[src/rtl/hbr_pkg.sv]
package hbr_pkg;

   localparam int IDX_W  = 10;
   localparam int LO_W   = 15;
   localparam int HI_W   = 7;
   localparam int RMP_W  = 11;
   localparam int MAX_WIN = 6;
   localparam int N_CMD  = 2;
   localparam int N_SDP  = 4;

   typedef logic [IDX_W-1:0] widx_t;

   localparam widx_t IDX_CPU_CFG  = 10'h000;
   localparam widx_t IDX_MULTI    = 10'h048;
   localparam widx_t IDX_ERR_ALO  = 10'h01C;
   localparam widx_t IDX_ERR_AHI  = 10'h01E;
   localparam widx_t IDX_ERR_DLO  = 10'h04A;
   localparam widx_t IDX_ERR_DHI  = 10'h04C;
   localparam widx_t IDX_ERR_PAR  = 10'h04E;
   localparam widx_t IDX_SYNC0    = 10'h030;
   localparam widx_t IDX_SYNC1    = 10'h032;
   localparam widx_t IDX_ECC_BASE = 10'h120;
   localparam widx_t IDX_SDP_BASE = 10'h113;
   localparam widx_t IDX_CFG_ADDR = 10'h33E;

   localparam logic [31:0] MSK_LO      = 32'h0000_7FFF;
   localparam logic [31:0] MSK_HI      = 32'h0000_007F;
   localparam logic [31:0] MSK_RMP     = 32'h0000_07FF;
   localparam logic [31:0] MSK_CMD     = 32'h0401_FC0F;
   localparam logic [31:0] MSK_CFG     = 32'h80FF_FFFC;
   localparam logic [31:0] SYNC_WORD   = 32'hC000_FFEE;
   localparam logic [31:0] ERR_DATA_RV = 32'hFFFF_FFFF;
   localparam logic [31:0] ERR_PAR_RV  = 32'h0000_00FF;
   localparam logic [31:0] SDP_RV      = 32'h0000_0005;
   localparam logic [31:0] CPU_CFG_LE  = 32'h0000_0800;
   localparam logic [31:0] CMD_LE      = 32'h0001_0001;

   function automatic widx_t win_lo_idx(input int k);
      case (k)
         0: return 10'h012;
         1: return 10'h016;
         2: return 10'h020;
         3: return 10'h024;
         4: return 10'h028;
         default: return 10'h02C;
      endcase
   endfunction

   function automatic widx_t win_hi_idx(input int k);
      case (k)
         0: return 10'h014;
         1: return 10'h018;
         2: return 10'h022;
         3: return 10'h026;
         4: return 10'h02A;
         default: return 10'h02E;
      endcase
   endfunction

   function automatic widx_t win_rmp_idx(input int k);
      return widx_t'(10'h03C + 2 * k);
   endfunction

   function automatic logic [LO_W-1:0] win_lo_rst(input int k);
      case (k)
         0: return 15'h080;
         1: return 15'h090;
         2: return 15'h790;
         3: return 15'h100;
         4: return 15'h110;
         default: return 15'h120;
      endcase
   endfunction

   function automatic logic [HI_W-1:0] win_hi_rst(input int k);
      case (k)
         0: return 7'h0F;
         1: return 7'h1F;
         2: return 7'h1F;
         3: return 7'h0F;
         4: return 7'h1F;
         default: return 7'h2F;
      endcase
   endfunction

   function automatic widx_t cmd_idx(input int k);
      return (k == 0) ? 10'h300 : 10'h320;
   endfunction

endpackage

[src/rtl/hbr_swap.sv]
module hbr_swap #(
   parameter bit ENABLE = 1'b0,
   parameter int W      = 32
) (
   input  logic [W-1:0] din,
   output logic [W-1:0] dout
);
   localparam int NB = W / 8;

   generate
      if (ENABLE) begin : g_rev
         for (genvar b = 0; b < NB; b++) begin : g_byte
            assign dout[b*8 +: 8] = din[(NB-1-b)*8 +: 8];
         end
      end else begin : g_pass
         assign dout = din;
      end
   endgenerate
endmodule

[src/rtl/hbr_window_bank.sv]
module hbr_window_bank
   import hbr_pkg::*;
#(
   parameter int NWIN = 6
) (
   input  logic               clk,
   input  logic               rst_n,
   input  logic               wr_en,
   input  widx_t              widx,
   input  logic [LO_W-1:0]    wlo,
   output logic [NWIN*LO_W-1:0]  lo_flat,
   output logic [NWIN*HI_W-1:0]  hi_flat,
   output logic [NWIN*RMP_W-1:0] rmp_flat
);
   generate
      for (genvar k = 0; k < NWIN; k++) begin : g_win
         localparam widx_t LO_I  = win_lo_idx(k);
         localparam widx_t HI_I  = win_hi_idx(k);
         localparam widx_t RMP_I = win_rmp_idx(k);
         localparam logic [LO_W-1:0] LO_RV = win_lo_rst(k);
         localparam logic [HI_W-1:0] HI_RV = win_hi_rst(k);

         logic [LO_W-1:0]  lo_q;
         logic [HI_W-1:0]  hi_q;
         logic [RMP_W-1:0] rmp_q;
         logic hit_lo, hit_hi, hit_rmp;

         assign hit_lo  = wr_en && (widx == LO_I);
         assign hit_hi  = wr_en && (widx == HI_I);
         assign hit_rmp = wr_en && (widx == RMP_I);

         always_ff @(posedge clk or negedge rst_n) begin
            if (!rst_n) begin
               lo_q  <= LO_RV;
               hi_q  <= HI_RV;
               rmp_q <= LO_RV[RMP_W-1:0];
            end else begin
               if (hit_lo)
                  lo_q <= wlo & MSK_LO[LO_W-1:0];
               if (hit_hi)
                  hi_q <= wlo[HI_W-1:0] & MSK_HI[HI_W-1:0];
               if (hit_lo || hit_rmp)
                  rmp_q <= wlo[RMP_W-1:0] & MSK_RMP[RMP_W-1:0];
            end
         end

         assign lo_flat[k*LO_W +: LO_W]    = lo_q;
         assign hi_flat[k*HI_W +: HI_W]    = hi_q;
         assign rmp_flat[k*RMP_W +: RMP_W] = rmp_q;
      end
   endgenerate
endmodule

[src/rtl/hbr_misc_regs.sv]
module hbr_misc_regs
   import hbr_pkg::*;
#(
   parameter bit BIG_ENDIAN = 1'b0,
   parameter int DATA_W     = 32
) (
   input  logic                    clk,
   input  logic                    rst_n,
   input  logic                    wr_en,
   input  widx_t                   widx,
   input  logic [DATA_W-1:0]       wd,
   output logic [DATA_W-1:0]       cpu_cfg,
   output logic [DATA_W-1:0]       cfg_addr,
   output logic [N_CMD*DATA_W-1:0] cmd_flat,
   output logic [N_SDP*DATA_W-1:0] sdp_flat
);
   localparam logic [DATA_W-1:0] CPU_RV = BIG_ENDIAN ? '0 : DATA_W'(CPU_CFG_LE);
   localparam logic [DATA_W-1:0] CMD_RV = BIG_ENDIAN ? '0 : DATA_W'(CMD_LE);

   always_ff @(posedge clk or negedge rst_n) begin
      if (!rst_n) begin
         cpu_cfg  <= CPU_RV;
         cfg_addr <= '0;
      end else if (wr_en) begin
         if (widx == IDX_CPU_CFG)
            cpu_cfg <= wd;
         if (widx == IDX_CFG_ADDR)
            cfg_addr <= wd & DATA_W'(MSK_CFG);
      end
   end

   generate
      for (genvar c = 0; c < N_CMD; c++) begin : g_cmd
         localparam widx_t CI = cmd_idx(c);
         logic [DATA_W-1:0] q;
         always_ff @(posedge clk or negedge rst_n) begin
            if (!rst_n)
               q <= CMD_RV;
            else if (wr_en && widx == CI)
               q <= wd & DATA_W'(MSK_CMD);
         end
         assign cmd_flat[c*DATA_W +: DATA_W] = q;
      end

      for (genvar s = 0; s < N_SDP; s++) begin : g_sdp
         localparam widx_t SI = widx_t'(IDX_SDP_BASE + s);
         logic [DATA_W-1:0] q;
         always_ff @(posedge clk or negedge rst_n) begin
            if (!rst_n)
               q <= DATA_W'(SDP_RV);
            else if (wr_en && widx == SI)
               q <= wd;
         end
         assign sdp_flat[s*DATA_W +: DATA_W] = q;
      end
   endgenerate
endmodule

[src/rtl/hbr_rd_mux.sv]
module hbr_rd_mux
   import hbr_pkg::*;
#(
   parameter int NWIN   = 6,
   parameter int DATA_W = 32
) (
   input  widx_t                      widx,
   input  logic [NWIN*LO_W-1:0]       lo_flat,
   input  logic [NWIN*HI_W-1:0]       hi_flat,
   input  logic [NWIN*RMP_W-1:0]      rmp_flat,
   input  logic [DATA_W-1:0]          cpu_cfg,
   input  logic [DATA_W-1:0]          cfg_addr,
   input  logic [N_CMD*DATA_W-1:0]    cmd_flat,
   input  logic [N_SDP*DATA_W-1:0]    sdp_flat,
   output logic [DATA_W-1:0]          rd_word
);
   always_comb begin
      rd_word = '0;
      case (widx)
         IDX_SYNC0, IDX_SYNC1:     rd_word = DATA_W'(SYNC_WORD);
         IDX_ERR_DLO, IDX_ERR_DHI: rd_word = DATA_W'(ERR_DATA_RV);
         IDX_ERR_PAR:              rd_word = DATA_W'(ERR_PAR_RV);
         IDX_CPU_CFG:              rd_word = cpu_cfg;
         IDX_CFG_ADDR:             rd_word = cfg_addr;
         default:                  rd_word = '0;
      endcase
      for (int k = 0; k < NWIN; k++) begin
         if (widx == win_lo_idx(k))
            rd_word = DATA_W'(lo_flat[k*LO_W +: LO_W]);
         if (widx == win_hi_idx(k))
            rd_word = DATA_W'(hi_flat[k*HI_W +: HI_W]);
         if (widx == win_rmp_idx(k))
            rd_word = DATA_W'(rmp_flat[k*RMP_W +: RMP_W]);
      end
      for (int c = 0; c < N_CMD; c++)
         if (widx == cmd_idx(c))
            rd_word = cmd_flat[c*DATA_W +: DATA_W];
      for (int s = 0; s < N_SDP; s++)
         if (widx == widx_t'(IDX_SDP_BASE + s))
            rd_word = sdp_flat[s*DATA_W +: DATA_W];
   end
endmodule

[src/rtl/hbr_regfile.sv]
module hbr_regfile
   import hbr_pkg::*;
#(
   parameter int ADDR_W     = 12,
   parameter int DATA_W     = 32,
   parameter int NWIN       = 6,
   parameter bit BIG_ENDIAN = 1'b0
) (
   input  logic                   clk,
   input  logic                   rst_n,
   input  logic [ADDR_W-1:0]      addr,
   input  logic [DATA_W-1:0]      wdata,
   input  logic                   wr_en,
   input  logic                   rd_en,
   output logic [DATA_W-1:0]      rdata,
   output logic [NWIN*LO_W-1:0]   win_lo_o,
   output logic [NWIN*HI_W-1:0]   win_hi_o
);
   generate
      if (DATA_W != 32) begin : g_bad_dw
         $error("hbr_regfile: DATA_W must be 32");
      end
      if (ADDR_W != IDX_W + 2) begin : g_bad_aw
         $error("hbr_regfile: ADDR_W must cover a 4 KB window");
      end
      if (NWIN < 1 || NWIN > MAX_WIN) begin : g_bad_nw
         $error("hbr_regfile: NWIN out of range");
      end
   endgenerate

   widx_t                     widx;
   logic                      unused_lsb;
   logic [DATA_W-1:0]         wd_int;
   logic [DATA_W-1:0]         rd_word;
   logic [DATA_W-1:0]         rd_bus;
   logic [NWIN*RMP_W-1:0]     rmp_flat;
   logic [DATA_W-1:0]         cpu_cfg;
   logic [DATA_W-1:0]         cfg_addr;
   logic [N_CMD*DATA_W-1:0]   cmd_flat;
   logic [N_SDP*DATA_W-1:0]   sdp_flat;

   assign widx       = addr[ADDR_W-1:2];
   assign unused_lsb = ^addr[1:0];

   hbr_swap #(.ENABLE(BIG_ENDIAN), .W(DATA_W)) u_swap_in (
      .din  (wdata),
      .dout (wd_int)
   );

   hbr_window_bank #(.NWIN(NWIN)) u_windows (
      .clk      (clk),
      .rst_n    (rst_n),
      .wr_en    (wr_en),
      .widx     (widx),
      .wlo      (wd_int[LO_W-1:0]),
      .lo_flat  (win_lo_o),
      .hi_flat  (win_hi_o),
      .rmp_flat (rmp_flat)
   );

   hbr_misc_regs #(.BIG_ENDIAN(BIG_ENDIAN), .DATA_W(DATA_W)) u_misc (
      .clk      (clk),
      .rst_n    (rst_n),
      .wr_en    (wr_en),
      .widx     (widx),
      .wd       (wd_int),
      .cpu_cfg  (cpu_cfg),
      .cfg_addr (cfg_addr),
      .cmd_flat (cmd_flat),
      .sdp_flat (sdp_flat)
   );

   hbr_rd_mux #(.NWIN(NWIN), .DATA_W(DATA_W)) u_rd_mux (
      .widx     (widx),
      .lo_flat  (win_lo_o),
      .hi_flat  (win_hi_o),
      .rmp_flat (rmp_flat),
      .cpu_cfg  (cpu_cfg),
      .cfg_addr (cfg_addr),
      .cmd_flat (cmd_flat),
      .sdp_flat (sdp_flat),
      .rd_word  (rd_word)
   );

   hbr_swap #(.ENABLE(BIG_ENDIAN), .W(DATA_W)) u_swap_out (
      .din  (rd_word),
      .dout (rd_bus)
   );

   always_ff @(posedge clk or negedge rst_n) begin
      if (!rst_n)
         rdata <= '0;
      else if (rd_en)
         rdata <= rd_bus;
   end
endmodule

[config.mk]
export PLATFORM = sky130hd
export DESIGN_NAME = hbr_regfile
export DESIGN_NICKNAME = d
export VERILOG_FILES = /design/src/rtl/hbr_pkg.sv /design/src/rtl/hbr_swap.sv /design/src/rtl/hbr_window_bank.sv /design/src/rtl/hbr_misc_regs.sv /design/src/rtl/hbr_rd_mux.sv /design/src/rtl/hbr_regfile.sv
export SDC_FILE = /design/constraint.sdc
export NUM_CORES = 1
export LEC_CHECK = 0
export ABC_AREA = 1
export BUFFER_PORTS_ARGS = -buffer_cell sky130_fd_sc_hd__buf_4
export CAP_MARGIN = 20
export CORE_UTILIZATION = 40
export DETAILED_ROUTE_END_ITERATION = 8
export GPL_TIMING_DRIVEN = 0
export MAX_ROUTING_LAYER = met4
export PLACE_DENSITY = 0.63
export SLEW_MARGIN = 20
export SYNTH_ARGS = -nofsm -noshare
export SYNTH_HDL_FRONTEND = slang
export SYNTH_SLANG_ARGS = --single-unit
[constraint.sdc]
create_clock -name clk -period 4.8 [get_ports clk]
set_input_delay 0.48 -clock clk [delete_from_list [all_inputs] [get_ports clk]]
set_output_delay 0.48 -clock clk [all_outputs]
set_load 0.05 [all_outputs]
==> impl_metrics.json <==
{
  "ys_seq_area_frac": 0.578,
  "post_synth_instance_area_sq_um": 19100,
  "place.port_buffers": 208,
  "clockBufferDepth": 3,
  "drt_pass1_iterations": 7,
  "number_of_buffer_and_inverter_stages_on_the_critical_path": 1,
  "timing.final.crit_share": 0.649,
  "post_synth_inst_count": 2220,
  "critical_path.max_fanout": 7,
  "worstHoldPathType": "primary input to register",
  "critical_path.top_delay_family": "simple AND/OR/NAND/NOR gates",
  "rsz_0062_raised_after_global_routing": "false",
  "crit_path_start_kind": "primary input",
  "synth.lib_cells_used.distinct": 48,
  "cts_num_sinks": 437,
  "source_to_sink_clock_delay_at_the_later_pin_of_the_worst_skew_pair_ns": 0.61,
  "dpl.hpwl_mm": 48.8,
  "worst_case_hold_path_end_point": "u_misc.g_sdp[3].q[30]",
  "areaGrowthSynthToFinish_pct": 21.3,
  "timing.final.max_slew_violations": 0,
  "tritoncts_clock_tree": "done",
  "global_route.usage.total": 0.292,
  "clk_transition_reported_paths_ns": 0.06,
  "critPathCaptureType": "register",
  "finalWeightedCongestion": 0.916,
  "post-cts-setup-buffers": 0,
  "grt_first_pass_wirelength_mm": 102,
  "height_of_the_die_um": 220,
  "critical_path_s_slowest_cell": "nor4_2",
  "final-hold-violation-count": 0,
  "route.antenna.remaining_nets": 0,
  "setup_ws_ns": 1.69,
  "cap_viol_max_count": 0,
  "max_slew_margin": 0.265,
  "worst_r2r_path_depth": 12,
  "worst-setup-path-type": "primary input to register",
  "core_area_sq_um": 46800,
  "initial_drc_count": 1967,
  "reg2reg_to": "rdata[4]",
  "remaining_global_route_overflow": 0,
  "die_x_um": 220,
  "grt_antenna_before_repair": 3,
  "cp_data_required_time_ns": 5.32,
  "postRouteWirelength_mm": 68.1,
  "power_per_cell_area_nw_per_um2": 344,
  "most_common_cell_after_layout_fill_and_taps_aside": "nand2_1",
  "setup-violations-final": 0,
  "tritoncts.num_buffers": 48,
  "htree_levels": 2,
  "cts.root.buffer_cell": "clkbuf_16",
  "first_global_vias": 16700,
  "mostFrequentLayoutCells": "nand2_1 (760), o21ai_0 (431), dfrtp_1 (370)",
  "violations": "design-rule violations",
  "outcome": "finished, violations left",
  "fin_hold_ws_ns": 0.189,
  "syn_area_per_cell_sq_um": 8.59,
  "clock_skew_ns": 0.0385,
  "accumulated_negative_setup_slack_ns": 0,
  "vias_per_cell": 5.58,
  "reg2reg_from": "u_windows.g_win[0].lo_q[4]",
  "vias": 17500,
  "worstPathArrival_ns": 3.64,
  "postSynthNetCount": 2268,
  "yosys_register_bits": 437,
  "final_net_count": 2532,
  "floorplan.initialDensity": 0.408,
  "grt_max_degree": 98,
  "maxClockFrequency_mhz": 321,
  "hold_start": "wdata[30]",
  "critical-path-max-stage-delay_ns": 0.91,
  "placement.setup.worst_slack_ns": 1.31,
  "path_cells": "buf_4 > nor2_4 > nand3_1 > nor4_2 > nand2_1 > nand4_1 > o21ai_1 > nand3_1 > nand2_1 > nand2_1 > nand2_1 > nand2_1 > nand2_1 > nand2_1 > nand2_1 > nand2_1 > nand2_1 > nand3_1 > nand2_1 > nand2_1",
  "drc_errors": 12,
  "ioPinCount": 212,
  "cp_common_cell": "nand2_1",
  "die-area_sq_um": 48600,
  "post_cts.resized_instances": 0,
  "yosys_warnings": 0,
  "period_needed_ns": 3.11,
  "share_of_post_route_cells_with_drive_strength_above_1": 0.170,
  "static-leakage-power_nw": 10.8,
  "post_cts_hold_buffer_count": 1,
  "timing.reg2reg.setup_slack_ns": 2.33,
  "max_slew.worst_pin.slew_ns": 1.09,
  "drt-wirelength-per-cell_um": 21.7,
  "placementRows": 79,
  "worst_hold_path.num_cells": 3,
  "power.ir.vdd_worst_uv": 237
}
## flip-flops by register name (all words and copies together), names as in the netlist
| name | count |
|---|---|
| u_windows.g_win.rmp_q | 66 |
| u_windows.g_win.lo_q | 90 |
| rdata | 32 |
| u_windows.g_win.hi_q | 42 |
| u_misc.cpu_cfg | 32 |
| u_misc.g_cmd.q | 24 |
| u_misc.cfg_addr | 23 |
| u_misc.g_sdp.q | 128 |
## logic make-up (layout without fill, tap and decap cells)
family                 after synthesis  in the layout  share of synthesized area
AOI/OAI and AO/OA                  566            566                      0.162
buffers and inverters              231            533                     0.0473
DFF                                437            437                      0.578
other                                0              1                          0
and+or+nand+nor                    986            986                      0.213
## how the worst max path moves through the flow
| stage | endpoint | cells past startpoint | startpoint |
|---|---|---|---|
| final | rdata[1] | 20 | addr[3] |
| after floorplan | rdata[6] | 19 | addr[9] |
| after CTS | rdata[2] | 20 | addr[3] |
| after detailed placement | rdata[2] | 20 | addr[3] |
| after global placement | rdata[9] | 1 | rst_n |
| after global routing | rdata[1] | 20 | addr[3] |
## power by group
| group | switching (mW) | total, mW | internal, mW |
|---|---|---|---|
| logic | 0.333 | 0.434 | 0.102 |
| clock network | 1.57 | 3.73 | 2.16 |
| registers | 0.0439 | 3.80 | 3.76 |
| total | 1.95 | 7.96 | 6.02 |
## synthesized netlist by cell type (all sizes together)
master / instances / area [sq um]
a21boi: 4 / 30.0
nand3: 64 / 325
dfrtp: 370 / 9260
a211oi: 4 / 30.0
o21ai: 433 / 2170
o221a: 6 / 67.6
o22ai: 9 / 56.3
buf: 18 / 103
nand4: 28 / 175
nand3b: 1 / 7.51
clkbuf: 113 / 424
o22a: 1 / 8.76
nor3: 20 / 110
and3: 2 / 12.5
dfstp: 67 / 1760
and2: 1 / 6.26
nor2: 84 / 378
a21oi: 58 / 294
or2: 11 / 68.8
a31oi: 2 / 12.5
nand2: 772 / 2950
o2111ai: 1 / 8.76
a221oi: 41 / 365
nor4b: 1 / 8.76
a21o: 2 / 15.0
o211ai: 4 / 30.0
nor4: 2 / 18.8
clkinv: 2 / 7.51
o221ai: 1 / 8.76
inv: 98 / 368
## worst reg2reg max path: cells and delay by family, from the launching register on
| family | cells | cell delay [ns] |
|---|---|---|
| DFF | 1 | 0.43 |
| and+or+nand+nor | 9 | 1.01 |
| AOI/OAI and AO/OA | 3 | 0.91 |
## per-layer routing
metal | track usage | routed length (um) | vias up
met5 | - | 0 | -
met4 | 0.113 | 2410 | 0
met3 | 0.0645 | 5730 | 137
met2 | 0.434 | 31000 | 695
met1 | 0.388 | 28900 | 8687
li1 | - | - | 7931
## layout make-up
class | instances | area [sq um]
fill | 4493 | 23600
tap | 607 | 759
multi-input combinational | 1552 | 7160
sequential | 437 | 11000
buffer | 131 | 528
inverter | 100 | 375
clock buffer | 77 | 1470
timing repair buffer | 214 | 1720
antenna | 1 | 2.50
clock inverter | 11 | 113
## through the flow
| stage | utilization | cells | total power [mW] | instance area (sq um) |
|---|---|---|---|---|
| 6_report | 0.495 | 3130 | 7.96 | 23100 |
| 3_5_place_dp | 0.461 | 3040 | 4.29 | 21500 |
| 4_1_cts | 0.495 | 3129 | 7.99 | 23100 |
| 5_1_grt | 0.495 | 3130 | 8.18 | 23100 |
| 2_1_floorplan | - | 2220 | 4.03 | 19100 |
| 3_3_place_gp | 0.458 | 3035 | 4.27 | 21400 |
(Power assumes the default switching activity.)
